$ cat src/rtl/ramp_supply_pkg.sv
package ramp_supply_pkg;

    localparam int FW = 5;
    localparam int AW = 4;
    localparam int EVW = 8;
    localparam int NPRM = 5;

    typedef enum logic [4:0] {
        CMD_NONE,
        CMD_SUP_OFF,
        CMD_SUP_ON,
        CMD_PS_RST,
        CMD_POL_POS,
        CMD_POL_NEG,
        CMD_RAMP_OFF,
        CMD_RAMP_ON,
        CMD_ESC_ON,
        CMD_ESC_OFF,
        CMD_CARD_RST,
        CMD_DAC_WR,
        CMD_PRM_WR,
        CMD_PRM_RD,
        CMD_FW_RD,
        CMD_STAT_RD,
        CMD_EVT_WR,
        CMD_EVT_ARM,
        CMD_EVT_RD
    } cmd_e;

    typedef enum logic [2:0] {
        PRM_FT_SCALE = 3'd0,
        PRM_FP_SCALE = 3'd1,
        PRM_FT_SLOPE = 3'd2,
        PRM_FP_SLOPE = 3'd3,
        PRM_SW_TIME  = 3'd4
    } prm_sel_e;

endpackage

$ cat src/rtl/ramp_supply_decode.sv
module ramp_supply_decode
    import ramp_supply_pkg::*;
(
    input  logic          strb,
    input  logic [FW-1:0] func,
    input  logic [AW-1:0] sub,
    output cmd_e          cmd,
    output prm_sel_e      prm_sel,
    output logic          recognised
);

    prm_sel_e sel_c;
    logic     sel_ok_c;

    always_comb begin
        sel_c    = PRM_FT_SCALE;
        sel_ok_c = 1'b1;
        case (sub)
            4'd1:    sel_c = PRM_FT_SCALE;
            4'd2:    sel_c = PRM_FP_SCALE;
            4'd3:    sel_c = PRM_FT_SLOPE;
            4'd4:    sel_c = PRM_FP_SLOPE;
            4'd6:    sel_c = PRM_SW_TIME;
            default: sel_ok_c = 1'b0;
        endcase
    end

    always_comb begin
        cmd = CMD_NONE;
        if (strb) begin
            case (func)
                5'd24: begin
                    case (sub)
                        4'd1:    cmd = CMD_SUP_OFF;
                        4'd2:    cmd = CMD_RAMP_OFF;
                        4'd3:    cmd = CMD_POL_NEG;
                        4'd4:    cmd = CMD_ESC_OFF;
                        default: cmd = CMD_NONE;
                    endcase
                end
                5'd26: begin
                    case (sub)
                        4'd1:    cmd = CMD_SUP_ON;
                        4'd2:    cmd = CMD_RAMP_ON;
                        4'd3:    cmd = CMD_POL_POS;
                        4'd4:    cmd = CMD_ESC_ON;
                        4'd7:    cmd = CMD_PS_RST;
                        default: cmd = CMD_NONE;
                    endcase
                end
                5'd9: begin
                    if (sub == 4'd0) cmd = CMD_CARD_RST;
                end
                5'd16: begin
                    case (sub)
                        4'd1:    cmd = CMD_DAC_WR;
                        4'd6:    cmd = CMD_EVT_WR;
                        default: cmd = CMD_NONE;
                    endcase
                end
                5'd17: begin
                    if (sub == 4'd14)  cmd = CMD_EVT_ARM;
                    else if (sel_ok_c) cmd = CMD_PRM_WR;
                end
                5'd1: begin
                    if (sel_ok_c) cmd = CMD_PRM_RD;
                end
                5'd6: begin
                    if (sub == 4'd1) cmd = CMD_FW_RD;
                end
                5'd0: begin
                    case (sub)
                        4'd0:    cmd = CMD_STAT_RD;
                        4'd14:   cmd = CMD_EVT_RD;
                        default: cmd = CMD_NONE;
                    endcase
                end
                default: cmd = CMD_NONE;
            endcase
        end
    end

    assign prm_sel    = sel_c;
    assign recognised = (cmd != CMD_NONE);

endmodule

$ cat src/rtl/ramp_supply_ctrl.sv
module ramp_supply_ctrl
    import ramp_supply_pkg::*;
(
    input  logic clk,
    input  logic rst_n,
    input  cmd_e cmd,
    output logic supply_on,
    output logic pol_pos,
    output logic ramp_en,
    output logic escale_en,
    output logic ps_rst_pulse
);

    typedef struct packed {
        logic sup;
        logic pol;
        logic ramp;
        logic esc;
        logic pulse;
    } ctrl_t;

    localparam ctrl_t CTRL_INIT = '{sup: 1'b0, pol: 1'b1, ramp: 1'b0, esc: 1'b0, pulse: 1'b0};

    ctrl_t ctrl_d, ctrl_q;

    always_comb begin
        ctrl_d       = ctrl_q;
        ctrl_d.pulse = 1'b0;
        case (cmd)
            CMD_SUP_ON:   ctrl_d.sup   = 1'b1;
            CMD_SUP_OFF:  ctrl_d.sup   = 1'b0;
            CMD_POL_POS:  ctrl_d.pol   = 1'b1;
            CMD_POL_NEG:  ctrl_d.pol   = 1'b0;
            CMD_RAMP_ON:  ctrl_d.ramp  = 1'b1;
            CMD_RAMP_OFF: ctrl_d.ramp  = 1'b0;
            CMD_ESC_ON:   ctrl_d.esc   = 1'b1;
            CMD_ESC_OFF:  ctrl_d.esc   = 1'b0;
            CMD_PS_RST:   ctrl_d.pulse = 1'b1;
            CMD_CARD_RST: ctrl_d       = CTRL_INIT;
            default:      ;
        endcase
    end

    always_ff @(posedge clk or negedge rst_n) begin
        if (!rst_n) ctrl_q <= CTRL_INIT;
        else        ctrl_q <= ctrl_d;
    end

    assign supply_on    = ctrl_q.sup;
    assign pol_pos      = ctrl_q.pol;
    assign ramp_en      = ctrl_q.ramp;
    assign escale_en    = ctrl_q.esc;
    assign ps_rst_pulse = ctrl_q.pulse;

    p_supply_on_r3: assert property (@(posedge clk) disable iff (!rst_n)
        (cmd == CMD_SUP_ON) |=> supply_on);
    p_supply_off_r3: assert property (@(posedge clk) disable iff (!rst_n)
        (cmd == CMD_SUP_OFF) |=> !supply_on);
    p_pulse_cause_r6: assert property (@(posedge clk) disable iff (!rst_n)
        (cmd != CMD_PS_RST) |=> !ps_rst_pulse);
    p_pulse_quiet_r6: assert property (@(posedge clk) disable iff (!rst_n)
        (cmd == CMD_PS_RST) |=> ($stable(supply_on) && $stable(ramp_en) && $stable(pol_pos)));
    p_card_reset_r7: assert property (@(posedge clk) disable iff (!rst_n)
        (cmd == CMD_CARD_RST) |=> (!supply_on && !ramp_en && !escale_en && pol_pos));

endmodule

$ cat src/rtl/ramp_supply_params.sv
module ramp_supply_params
    import ramp_supply_pkg::*;
#(
    parameter int DW = 16
) (
    input  logic                     clk,
    input  logic                     rst_n,
    input  cmd_e                     cmd,
    input  prm_sel_e                 prm_sel,
    input  logic [DW-1:0]            wdata,
    output logic [DW-1:0]            prm_rd,
    output logic [NPRM-1:0][DW-1:0]  prm_out,
    output logic [DW-1:0]            dac_value
);

    typedef struct packed {
        logic [NPRM-1:0][DW-1:0] prm;
        logic [DW-1:0]           dac;
    } prm_state_t;

    prm_state_t st_d, st_q;

    always_comb begin
        st_d = st_q;
        case (cmd)
            CMD_DAC_WR: st_d.dac = wdata;
            CMD_PRM_WR: begin
                for (int i = 0; i < NPRM; i++) begin
                    if (int'(prm_sel) == i) st_d.prm[i] = wdata;
                end
            end
            CMD_CARD_RST: st_d = '0;
            default: ;
        endcase
    end

    always_ff @(posedge clk or negedge rst_n) begin
        if (!rst_n) st_q <= '0;
        else        st_q <= st_d;
    end

    always_comb begin
        prm_rd = '0;
        for (int i = 0; i < NPRM; i++) begin
            if (int'(prm_sel) == i) prm_rd = st_q.prm[i];
        end
    end

    assign prm_out   = st_q.prm;
    assign dac_value = st_q.dac;

    p_dac_write_r8: assert property (@(posedge clk) disable iff (!rst_n)
        (cmd == CMD_DAC_WR) |=> (dac_value == $past(wdata)));
    p_prm_hold_r2: assert property (@(posedge clk) disable iff (!rst_n)
        (cmd == CMD_NONE) |=> ($stable(prm_out) && $stable(dac_value)));

endmodule

$ cat src/rtl/ramp_supply_evt.sv
module ramp_supply_evt
    import ramp_supply_pkg::*;
#(
    parameter int DW     = 16,
    parameter int NSLOTS = 7
) (
    input  logic                       clk,
    input  logic                       rst_n,
    input  cmd_e                       cmd,
    input  logic [DW-1:0]              wdata,
    output logic                       evt_ok,
    output logic [DW-1:0]              evt_rd,
    output logic [NSLOTS-1:0][EVW-1:0] table_out
);

    localparam int PW = $clog2(NSLOTS + 2);

    typedef struct packed {
        logic [NSLOTS-1:0][EVW-1:0] tab;
        logic [PW-1:0]              ptr;
    } evt_state_t;

    evt_state_t st_d, st_q;

    logic [7:0] slot_c;
    logic       slot_ok_c;
    logic       ptr_ok_c;

    assign slot_c    = wdata[15:8];
    assign slot_ok_c = (slot_c != 8'd0) && (int'(slot_c) <= NSLOTS);
    assign ptr_ok_c  = (st_q.ptr != '0) && (int'(st_q.ptr) <= NSLOTS);

    always_comb begin
        evt_rd = '0;
        for (int k = 0; k < NSLOTS; k++) begin
            if (int'(st_q.ptr) == k + 1) evt_rd = {8'(k + 1), st_q.tab[k]};
        end
    end

    always_comb begin
        case (cmd)
            CMD_EVT_WR:  evt_ok = slot_ok_c;
            CMD_EVT_RD:  evt_ok = ptr_ok_c;
            CMD_EVT_ARM: evt_ok = 1'b1;
            default:     evt_ok = 1'b1;
        endcase
    end

    always_comb begin
        st_d = st_q;
        case (cmd)
            CMD_EVT_WR: begin
                for (int k = 0; k < NSLOTS; k++) begin
                    if (int'(slot_c) == k + 1) st_d.tab[k] = wdata[EVW-1:0];
                end
            end
            CMD_EVT_ARM: st_d.ptr = PW'(1);
            CMD_EVT_RD: begin
                if (ptr_ok_c) st_d.ptr = st_q.ptr + 1'b1;
            end
            CMD_CARD_RST: st_d = '0;
            default: ;
        endcase
    end

    always_ff @(posedge clk or negedge rst_n) begin
        if (!rst_n) st_q <= '0;
        else        st_q <= st_d;
    end

    assign table_out = st_q.tab;

    p_bad_slot_r11: assert property (@(posedge clk) disable iff (!rst_n)
        ((cmd == CMD_EVT_WR) && !slot_ok_c) |=> $stable(table_out));
    p_ptr_bound_r12: assert property (@(posedge clk) disable iff (!rst_n)
        (int'(st_q.ptr) <= NSLOTS + 1));
    p_arm_start_r12: assert property (@(posedge clk) disable iff (!rst_n)
        (cmd == CMD_EVT_ARM) |=> (st_q.ptr == PW'(1)));

endmodule

$ cat src/rtl/ramp_supply_cmd.sv
module ramp_supply_cmd
    import ramp_supply_pkg::*;
#(
    parameter int          DW         = 16,
    parameter int          NSLOTS     = 7,
    parameter logic [15:0] FW_VERSION = 16'h0203
) (
    input  logic                  clk,
    input  logic                  rst_n,
    input  logic                  strb,
    input  logic [FW-1:0]         func,
    input  logic [AW-1:0]         sub,
    input  logic [DW-1:0]         wdata,
    input  logic [DW-1:0]         ps_status,
    output logic [DW-1:0]         rdata,
    output logic                  resp_valid,
    output logic                  resp_x,
    output logic                  resp_q,
    output logic                  supply_on,
    output logic                  pol_pos,
    output logic                  ramp_en,
    output logic                  escale_en,
    output logic                  ps_rst_pulse,
    output logic [DW-1:0]         dac_value,
    output logic [DW-1:0]         ft_scale,
    output logic [DW-1:0]         fp_scale,
    output logic [DW-1:0]         ft_slope,
    output logic [DW-1:0]         fp_slope,
    output logic [DW-1:0]         sw_time,
    output logic [NSLOTS*EVW-1:0] evt_table
);

    cmd_e                       cmd;
    prm_sel_e                   prm_sel;
    logic                       recognised;
    logic [DW-1:0]              prm_rd;
    logic [NPRM-1:0][DW-1:0]    prm_out;
    logic                       evt_ok;
    logic [DW-1:0]              evt_rd;
    logic [NSLOTS-1:0][EVW-1:0] tab;

    ramp_supply_decode u_decode (
        .strb       (strb),
        .func       (func),
        .sub        (sub),
        .cmd        (cmd),
        .prm_sel    (prm_sel),
        .recognised (recognised)
    );

    ramp_supply_ctrl u_ctrl (
        .clk          (clk),
        .rst_n        (rst_n),
        .cmd          (cmd),
        .supply_on    (supply_on),
        .pol_pos      (pol_pos),
        .ramp_en      (ramp_en),
        .escale_en    (escale_en),
        .ps_rst_pulse (ps_rst_pulse)
    );

    ramp_supply_params #(.DW(DW)) u_params (
        .clk       (clk),
        .rst_n     (rst_n),
        .cmd       (cmd),
        .prm_sel   (prm_sel),
        .wdata     (wdata),
        .prm_rd    (prm_rd),
        .prm_out   (prm_out),
        .dac_value (dac_value)
    );

    ramp_supply_evt #(.DW(DW), .NSLOTS(NSLOTS)) u_evt (
        .clk       (clk),
        .rst_n     (rst_n),
        .cmd       (cmd),
        .wdata     (wdata),
        .evt_ok    (evt_ok),
        .evt_rd    (evt_rd),
        .table_out (tab)
    );

    typedef struct packed {
        logic          valid;
        logic          x;
        logic          q;
        logic [DW-1:0] rd;
    } resp_t;

    resp_t resp_d, resp_q_r;

    always_comb begin
        resp_d.valid = strb;
        resp_d.x     = recognised;
        resp_d.q     = recognised && evt_ok;
        case (cmd)
            CMD_PRM_RD:  resp_d.rd = prm_rd;
            CMD_FW_RD:   resp_d.rd = DW'(FW_VERSION);
            CMD_STAT_RD: resp_d.rd = ps_status;
            CMD_EVT_RD:  resp_d.rd = evt_ok ? evt_rd : '0;
            default:     resp_d.rd = '0;
        endcase
    end

    always_ff @(posedge clk or negedge rst_n) begin
        if (!rst_n) resp_q_r <= '0;
        else        resp_q_r <= resp_d;
    end

    assign resp_valid = resp_q_r.valid;
    assign resp_x     = resp_q_r.x;
    assign resp_q     = resp_q_r.q;
    assign rdata      = resp_q_r.rd;

    assign ft_scale  = prm_out[PRM_FT_SCALE];
    assign fp_scale  = prm_out[PRM_FP_SCALE];
    assign ft_slope  = prm_out[PRM_FT_SLOPE];
    assign fp_slope  = prm_out[PRM_FP_SLOPE];
    assign sw_time   = prm_out[PRM_SW_TIME];
    assign evt_table = tab;

    p_resp_follow_r2: assert property (@(posedge clk) disable iff (!rst_n)
        strb |=> resp_valid);
    p_resp_idle_r2: assert property (@(posedge clk) disable iff (!rst_n)
        !strb |=> !resp_valid);
    p_x_zero_quiet_r2: assert property (@(posedge clk) disable iff (!rst_n)
        (resp_valid && !resp_x) |-> (!resp_q && rdata == '0));
    p_flags_idle_r2: assert property (@(posedge clk) disable iff (!rst_n)
        !resp_valid |-> (!resp_x && !resp_q));

endmodule

$ cat config.mk
export PLATFORM = sky130hd
export DESIGN_NAME = ramp_supply_cmd
export DESIGN_NICKNAME = d
export VERILOG_FILES = /design/src/rtl/ramp_supply_pkg.sv /design/src/rtl/ramp_supply_decode.sv /design/src/rtl/ramp_supply_ctrl.sv /design/src/rtl/ramp_supply_params.sv /design/src/rtl/ramp_supply_evt.sv /design/src/rtl/ramp_supply_cmd.sv
export SDC_FILE = /design/constraint.sdc
export NUM_CORES = 1
export LEC_CHECK = 0
export ABC_AREA = 0
export BUFFER_PORTS_ARGS = -buffer_cell sky130_fd_sc_hd__buf_2
export CELL_PAD_IN_SITES_DETAIL_PLACEMENT = 0
export CELL_PAD_IN_SITES_GLOBAL_PLACEMENT = 1
export CORE_MARGIN = 2
export CORE_UTILIZATION = 45
export DETAILED_ROUTE_END_ITERATION = 6
export PLACE_DENSITY_LB_ADDON = 0.1
export SLEW_MARGIN = 20
export SYNTH_ARGS = -nofsm -noshare
export SYNTH_HDL_FRONTEND = slang
export SYNTH_SLANG_ARGS = --single-unit
export TNS_END_PERCENT = 30
$ cat constraint.sdc
create_clock -name clk -period 3.52 [get_ports clk]
set_input_delay 0.176 -clock clk [delete_from_list [all_inputs] [get_ports clk]]
set_output_delay 0.176 -clock clk [all_outputs]
set_load 0.05 [all_outputs]
======== After elaboration in Yosys (flattened, before gate mapping) ========
Index checks and enable logic that the tools add are counted.
cells by class
  $add $sub $neg .......................... 1
  multiply operators ...................... 0
  divide/modulo/power cells ............... 0
  order comparisons ....................... 2
  eq/ne operators ......................... 63
  shifts and indexed selects .............. 0
  mux-type cells .......................... 50
  bitwise gates (word level) .............. 0
  reductions and logical operators ........ 35
operators with widths
  cell                                                 number
  2-to-1 mux 16 bit                                    17
  one-hot mux 80 bit (2 select lines)                  1
  one-hot mux 56 bit (2 select lines)                  1
  one-hot mux 16 bit (4 select lines)                  1
  2-to-1 mux 8 bit                                     7
  equality test 5 x 4 -> 1 bit, second input constant  9
  one-hot mux 5 bit (8 select lines)                   1
  equality test 5 bit, second input constant           7
  equality test 8 x 4 -> 1 bit, second input constant  4
  one-hot mux 16 bit (2 select lines)                  1
  != test 2 x 1 -> 1 bit, second input constant        13
  AND reduction 2 bit                                  13
  equality test 5 x 3 -> 1 bit, second input constant  5
  equality test 4 x 3 -> 1 bit, second input constant  5
  equality test 4 bit, second input constant           5
  2-to-1 mux 4 bit                                     5
  one-hot mux 4 bit (5 select lines)                   1
  one-hot mux 5 bit (2 select lines)                   2
  equality test 8 x 3 -> 1 bit, second input constant  2
  one-hot mux 4 bit (4 select lines)                   1
  nonzero test 2 bit                                   7
  equality test 4 x 2 -> 1 bit, second input constant  3
  one-hot mux 3 bit (4 select lines)                   1
  one-hot mux 4 bit (3 select lines)                   1
  other kinds (23)                                     38
word-level totals
  register bits ........................... 180
  latch bits .............................. 0
  RAM bits ................................ 0
  ROM bits ................................ 0
  input bits .............................. 44
  output and inout bits ................... 176
  logic and storage cells ................. 174
  memories ................................ 0

======== Depth between registers and ports, before layout ========
  depth in word-level cells ............... 11
  gate-level depth with buffers ........... 12
  gate-level depth less buffers ........... 9

======== Modules after synthesis ========
A second synthesis with hierarchy kept.
second synthesis, totals
  cell total of the unflattened synthesis .. 1069
  area total of the unflattened synthesis .. 10224.8 um2
modules (own cells, without submodules)
  module              times used  cells an instance  area each (um2)  seq. area each (um2)
  ramp_supply_params  1           522                4885.9           2402.3
  ramp_supply_evt     1           369                3662.3           1501.4
  ramp_supply_cmd     1           65                 865.8            475.5
  ramp_supply_decode  1           84                 530.5            0.0
  ramp_supply_ctrl    1           29                 280.3            126.4

======== Least setup slack after synthesis ========
OpenSTA, ideal clock, no wires.
  path type ............................... input to register
  start point ............................. input sub[0]
  end point ............................... register u_params.st_q (netlist bit u_params.prm_out[59])
  setup time .............................. 0.133 ns
  arrival time ............................ 2.348 ns
  data required time ...................... 3.387 ns
  slack ................................... 1.039 ns
  cell stages on the path ................. 10
  path buffers ............................ 3
  cell sequence ........................... buf_6 > or3_4 > a211oi_2 > a31oi_1 > or2_0 > buf_6 > nor4_4 > buf_6 > mux2i_1 > nor2_2
on the way
  word-level cells in the longest chain between the ends .. 10
  elaborated cells between the ends (all ways) .. 29
  those cells by class .................... eq/ne (11); mux (14); reduce/logical (4)
ends and longest elaborated chain
  what                                                                    line                                                                          RTL
  start, declared                                                         ramp_supply_cmd.sv:12                                                         input logic [AW-1:0] sub,
  equality test 4 x 2 -> 1 bit (tied with other cells)                    ramp_supply_decode.sv:18, ramp_supply_decode.sv:33, ramp_supply_decode.sv:42
  OR reduction 5 bit (no line)                                            -
  2-to-1 mux 1 bit                                                        ramp_supply_decode.sv:18                                                      case (sub)
  2-to-1 mux 4 bit                                                        ramp_supply_decode.sv:63                                                      else if (sel_ok_c) cmd = CMD_PRM_WR;
  2-to-1 mux 5 bit                                                        ramp_supply_decode.sv:62                                                      if (sub == 4'd14) cmd = CMD_EVT_ARM;
  one-hot mux 5 bit (8 select lines)                                      ramp_supply_decode.sv:31                                                      case (func)
  2-to-1 mux 5 bit                                                        ramp_supply_decode.sv:30                                                      if (strb) begin
  equality test 5 x 4 -> 1 bit                                            ramp_supply_params.sv:25                                                      case (cmd)
  != test 2 x 1 -> 1 bit (no line) or nonzero test 2 bit (tied branches)  -
  AND reduction 2 bit (no line)                                           -
  end signal, assigned                                                    ramp_supply_params.sv:39                                                      else st_q <= st_d;
  end, declared                                                           ramp_supply_params.sv:21                                                      prm_state_t st_d, st_q;
Several ways; a longest one is shown, not always the timed one.
A chain may end at the register's enable or synchronous reset.

==> impl_metrics.ini <==
[critical_path]
critical_path_cell_count = 10
crit_end = rdata[5]
cpMaxStageDelayCell = sky130_fd_sc_hd__nor3b_1
r2r_cells = 10
r2r_slack_ns = 0.81
cp-start-kind = register
path_delay_family = compound AO/OA/AOI/OAI gates
worstPathRequired_ns = 3.86
end_kind = register
max_stage_delay_ns = 0.62
timing.critical_path.from = u_evt.st_q[0]
cp_max_fo = 5
cp_data_arrival_time_ns = 3.05
critical_path.reg2reg.startpoint = u_evt.st_q[0]
worstReg2RegEnd = rdata[5]
worst_path_buf_inv = 2
critical_path.cell_chain = inv_1 -> ha_1 -> nor3b_1 -> buf_4 -> a22oi_1 -> nor2_1 -> a221oi_1 -> a211oi_1 -> o221ai_1 -> o211ai_1
worst-setup-path-type = reg2reg

[clock_tree]
max-clock-path-buffers = 2
cts_root_buf = sky130_fd_sc_hd__clkbuf_16
h_tree_levels = 4
cts_inserted_buffers = 17
cts_sinks = 180
source_to_sink_clock_delay_at_the_later_pin_of_the_worst_skew_pair_ns = 0.44
cts_setup_buffers = 0
clock_slew_at_the_register_clock_pins_of_the_worst_setup_and_hold_paths_ns = 0.07
tritoncts_clock_tree = done

[drt]
drt-initial-drc-count = 559
routedWlPerCell_um = 21.87
detail_route.wirelength_um = 30640
dr.pass1.iters = 5
route.antenna.remaining_nets = 0
via_count = 7874
detail_route.vias_per_cell = 5.620
post-route-drc-count = 0

[grt]
grt_pass1_vias = 7329
globalRoute.totalOverflow = 0
grt_use_total = 0.2779
grt_pass1_wl_um = 46210
pin_count_of_the_biggest_net_entering_global_routing = 138
antenna_found_initial = 0

[die]
core_area_um2 = 20820
io-pin-count = 220
floorplan.die_area_um2 = 22220
initial_utilization = 0.4549
dieWidth_um = 149.1
core.rowCount = 53
chipHeight_um = 149.1

[cells_and_area]
layout.cells.most_common = sky130_fd_sc_hd__buf_2
fillCellCount = 1957
antenna_cells_inserted = 0
layout_common_cells = sky130_fd_sc_hd__buf_2, sky130_fd_sc_hd__dfrtp_1, sky130_fd_sc_hd__nor2_1, sky130_fd_sc_hd__mux2i_1, sky130_fd_sc_hd__nand2_1
number_of_nets_at_the_end_of_the_flow = 1161
layout-area-overhead-vs-synth_pct = 18.01
post_route_cells_drive_above_1_share = 0.2780

[pwr]
sequentialPowerShare = 0.471
comb_power_share = 0.086
p_sw_mw = 1.158
power_per_cell_area_nw_per_um2 = 400.7
p_sw_frac = 0.2586
p_leak_nw = 5.956
ir_worst_vdd_v = 0.0003331
clock_power_share = 0.443
power_report.internal_total_mw = 3.320

[timing]
fin_ws_ns = 0.8146
timing.final.setup_violations = 0
fin_worst_hold_slack_ns = 0.09786
slew_worst_pin_ns = 0.8206
timing.final.hold_violations = 0
max_transition_margin = 0.4530
setup_tns_ns = 0
max_frequency_ghz = 0.3696
grt_setup_unrepaired = no
timing.clock.skew_ns = 0.01177
layout_worst_path_cycle_share = 0.7686
min_period_ns = 2.705
report.final.slew_viol_count = 0

[run_status]
status = finished, final reports clean

[yosys]
postSynthRegisterBits = 180
yosysWarnings = 0
postSynth.asyncResetShare = 1.000
synth_cells = 957
synth_cell_type_count = 61
synth_flop_cell = sky130_fd_sc_hd__dfrtp_1
syn-mean-instance-area_um2 = 9.897
synthTopCellsByArea = sky130_fd_sc_hd__dfrtp_1, sky130_fd_sc_hd__mux2i_1, sky130_fd_sc_hd__nor2_1, sky130_fd_sc_hd__buf_4, sky130_fd_sc_hd__a221oi_1
synth_sequential_area_ratio = 0.4757
synth_edf_count = 0
syn_area_um2 = 9472
synthesis.nets = 1005
top_area_cell_type_share_of_the_netlist_area = 0.4729
netlist.top_cell.by_area = sky130_fd_sc_hd__dfrtp_1

[placement]
portBuffers = 219
dpl.hpwl_um = 21270
place_congestion = 0.8758
place_worst_setup_slack_ns = 0.6215

[flow_run]
cap_violations = 0

[worst_hold_path]
hold-path-cell-count = 3
timing.hold.worst.class = in2reg
per-layer routing:
metal  global-route usage  share of wire  vias to the layer above
li1                     -              -                     3629
met1               0.4141           0.47                     3902
met2               0.4108           0.45                      306
met3              0.05474          0.066                       37
met4              0.08238          0.020                        0
met5                    0              0                        -
worst register-to-register path: stages, from the launching register on:
cell and delay (ns):
sky130_fd_sc_hd__dfrtp_1 0.42, sky130_fd_sc_hd__inv_1 0.14, sky130_fd_sc_hd__ha_1 0.23, sky130_fd_sc_hd__nor3b_1 0.62
sky130_fd_sc_hd__buf_4 0.26, sky130_fd_sc_hd__a22oi_1 0.09, sky130_fd_sc_hd__nor2_1 0.12, sky130_fd_sc_hd__a221oi_1 0.06
sky130_fd_sc_hd__a211oi_1 0.25, sky130_fd_sc_hd__o221ai_1 0.25, sky130_fd_sc_hd__o211ai_1 0.17
area by class of cell:
cell class | count | area, µm² | share of cell area
Clock buffer | 18 | 429.2 | 0.03840
Clock inverter | 14 | 175.2 | 0.01567
Inverter | 9 | 33.78 | 0.003022
Multi-Input combinational cell | 638 | 4177 | 0.3737
Sequential cell | 180 | 4506 | 0.4031
Tap cell | 275 | 344.1 | 0.03078
Timing Repair Buffer | 267 | 1513 | 0.1353
metrics by stage:
step           total power, mW  std cells  utilization  cell area (µm²)
6_report                 4.478       1401       0.5368            11180
5_1_grt                  4.626       1401       0.5368            11180
3_5_place_dp             2.520       1354       0.5005            10420
4_1_cts                  4.504       1401       0.5368            11180
2_1_floorplan            2.346        957            -             9472
3_3_place_gp             2.518       1354       0.5005            10420
how the worst min path moves through the flow:
stage,to,startpoint,slack [ns]
finish,u_params.dac_value[13],wdata[13],0.1
global route,u_params.dac_value[13],wdata[13],0.11
CTS,u_params.dac_value[13],wdata[13],0.08
detailed placement,u_params.prm_out[15],rst_n,0.23
global placement,u_params.prm_out[32],rst_n,0.24
floorplan,rdata[0],rst_n,-0.12
flip-flops by register name, indices dropped and copies added, names as in the netlist:
| name | cells |
|---|---|
| rdata | 16 |
| resp_q | 1 |
| resp_valid | 1 |
| resp_x | 1 |
| u_ctrl.escale_en | 1 |
| u_ctrl.pol_pos | 1 |
| u_ctrl.ps_rst_pulse | 1 |
| u_ctrl.ramp_en | 1 |
| u_ctrl.supply_on | 1 |
| u_evt.st_q | 4 |
| u_evt.table_out | 56 |
| u_params.dac_value | 16 |
| u_params.prm_out | 80 |
power groups by stage:
stage / Clock, mW / Sequential (mW) / Combinational (mW)
5_1_grt: 2.10 / 2.11 / 0.417
3_5_place_dp: 0 / 2.15 / 0.373
3_3_place_gp: 0 / 2.15 / 0.371
2_1_floorplan: 0 / 2.22 / 0.131
4_1_cts: 2.01 / 2.11 / 0.388
6_report: 1.98 / 2.11 / 0.387
synthesized netlist by cell type (3+ instances only):
cell and count:
sky130_fd_sc_hd__nor2_1 177, sky130_fd_sc_hd__a21o_1 3, sky130_fd_sc_hd__o221ai_1 6, sky130_fd_sc_hd__nand4_2 4
sky130_fd_sc_hd__and2_1 5, sky130_fd_sc_hd__ha_1 4, sky130_fd_sc_hd__nor3b_1 6, sky130_fd_sc_hd__o21ai_0 29
sky130_fd_sc_hd__mux2i_1 137, sky130_fd_sc_hd__o211ai_1 11, sky130_fd_sc_hd__nor4_4 3, sky130_fd_sc_hd__and3_1 3
sky130_fd_sc_hd__clkbuf_1 41, sky130_fd_sc_hd__a31oi_1 4, sky130_fd_sc_hd__nor3_1 24, sky130_fd_sc_hd__nand4_1 5
sky130_fd_sc_hd__nand2_1 67, sky130_fd_sc_hd__and4b_1 3, sky130_fd_sc_hd__or2_2 5, sky130_fd_sc_hd__a22oi_1 7
sky130_fd_sc_hd__nor2_2 12, sky130_fd_sc_hd__o22ai_1 3, sky130_fd_sc_hd__nor4bb_1 3, sky130_fd_sc_hd__xnor2_1 4
sky130_fd_sc_hd__dfrtp_1 179, sky130_fd_sc_hd__inv_1 9, sky130_fd_sc_hd__a21oi_1 17, sky130_fd_sc_hd__nand2b_1 3
sky130_fd_sc_hd__buf_4 58, sky130_fd_sc_hd__nor2b_1 5, sky130_fd_sc_hd__buf_1 4, sky130_fd_sc_hd__nand3_1 5
sky130_fd_sc_hd__a221oi_1 39, sky130_fd_sc_hd__buf_2 22, sky130_fd_sc_hd__or3_1 3, sky130_fd_sc_hd__buf_6 5
sky130_fd_sc_hd__a211oi_1 8, sky130_fd_sc_hd__o32ai_1 4
repair_timing:
action                                 in CTS  in global routing
resized for setup                           0                  0
hold buffers                               15                  0
endpoints found under the hold margin      77                  0
logic make-up (layout without fill, tap and decap cells):
kind of cell             Yosys count  count (layout)  share of synthesized area
multiplexers                     137             137                     0.1448
XOR/XNOR                           4               4                   0.003698
flip-flops                       180             180                     0.4757
AND/OR/NAND/NOR                  348             348                     0.1756
buffers and inverters            139             308                    0.08494
adder cells (fa/ha/maj)            4               4                   0.005284
AO/OA/AOI/OAI                    145             145                     0.1100
(Power assumes the default switching activity.)
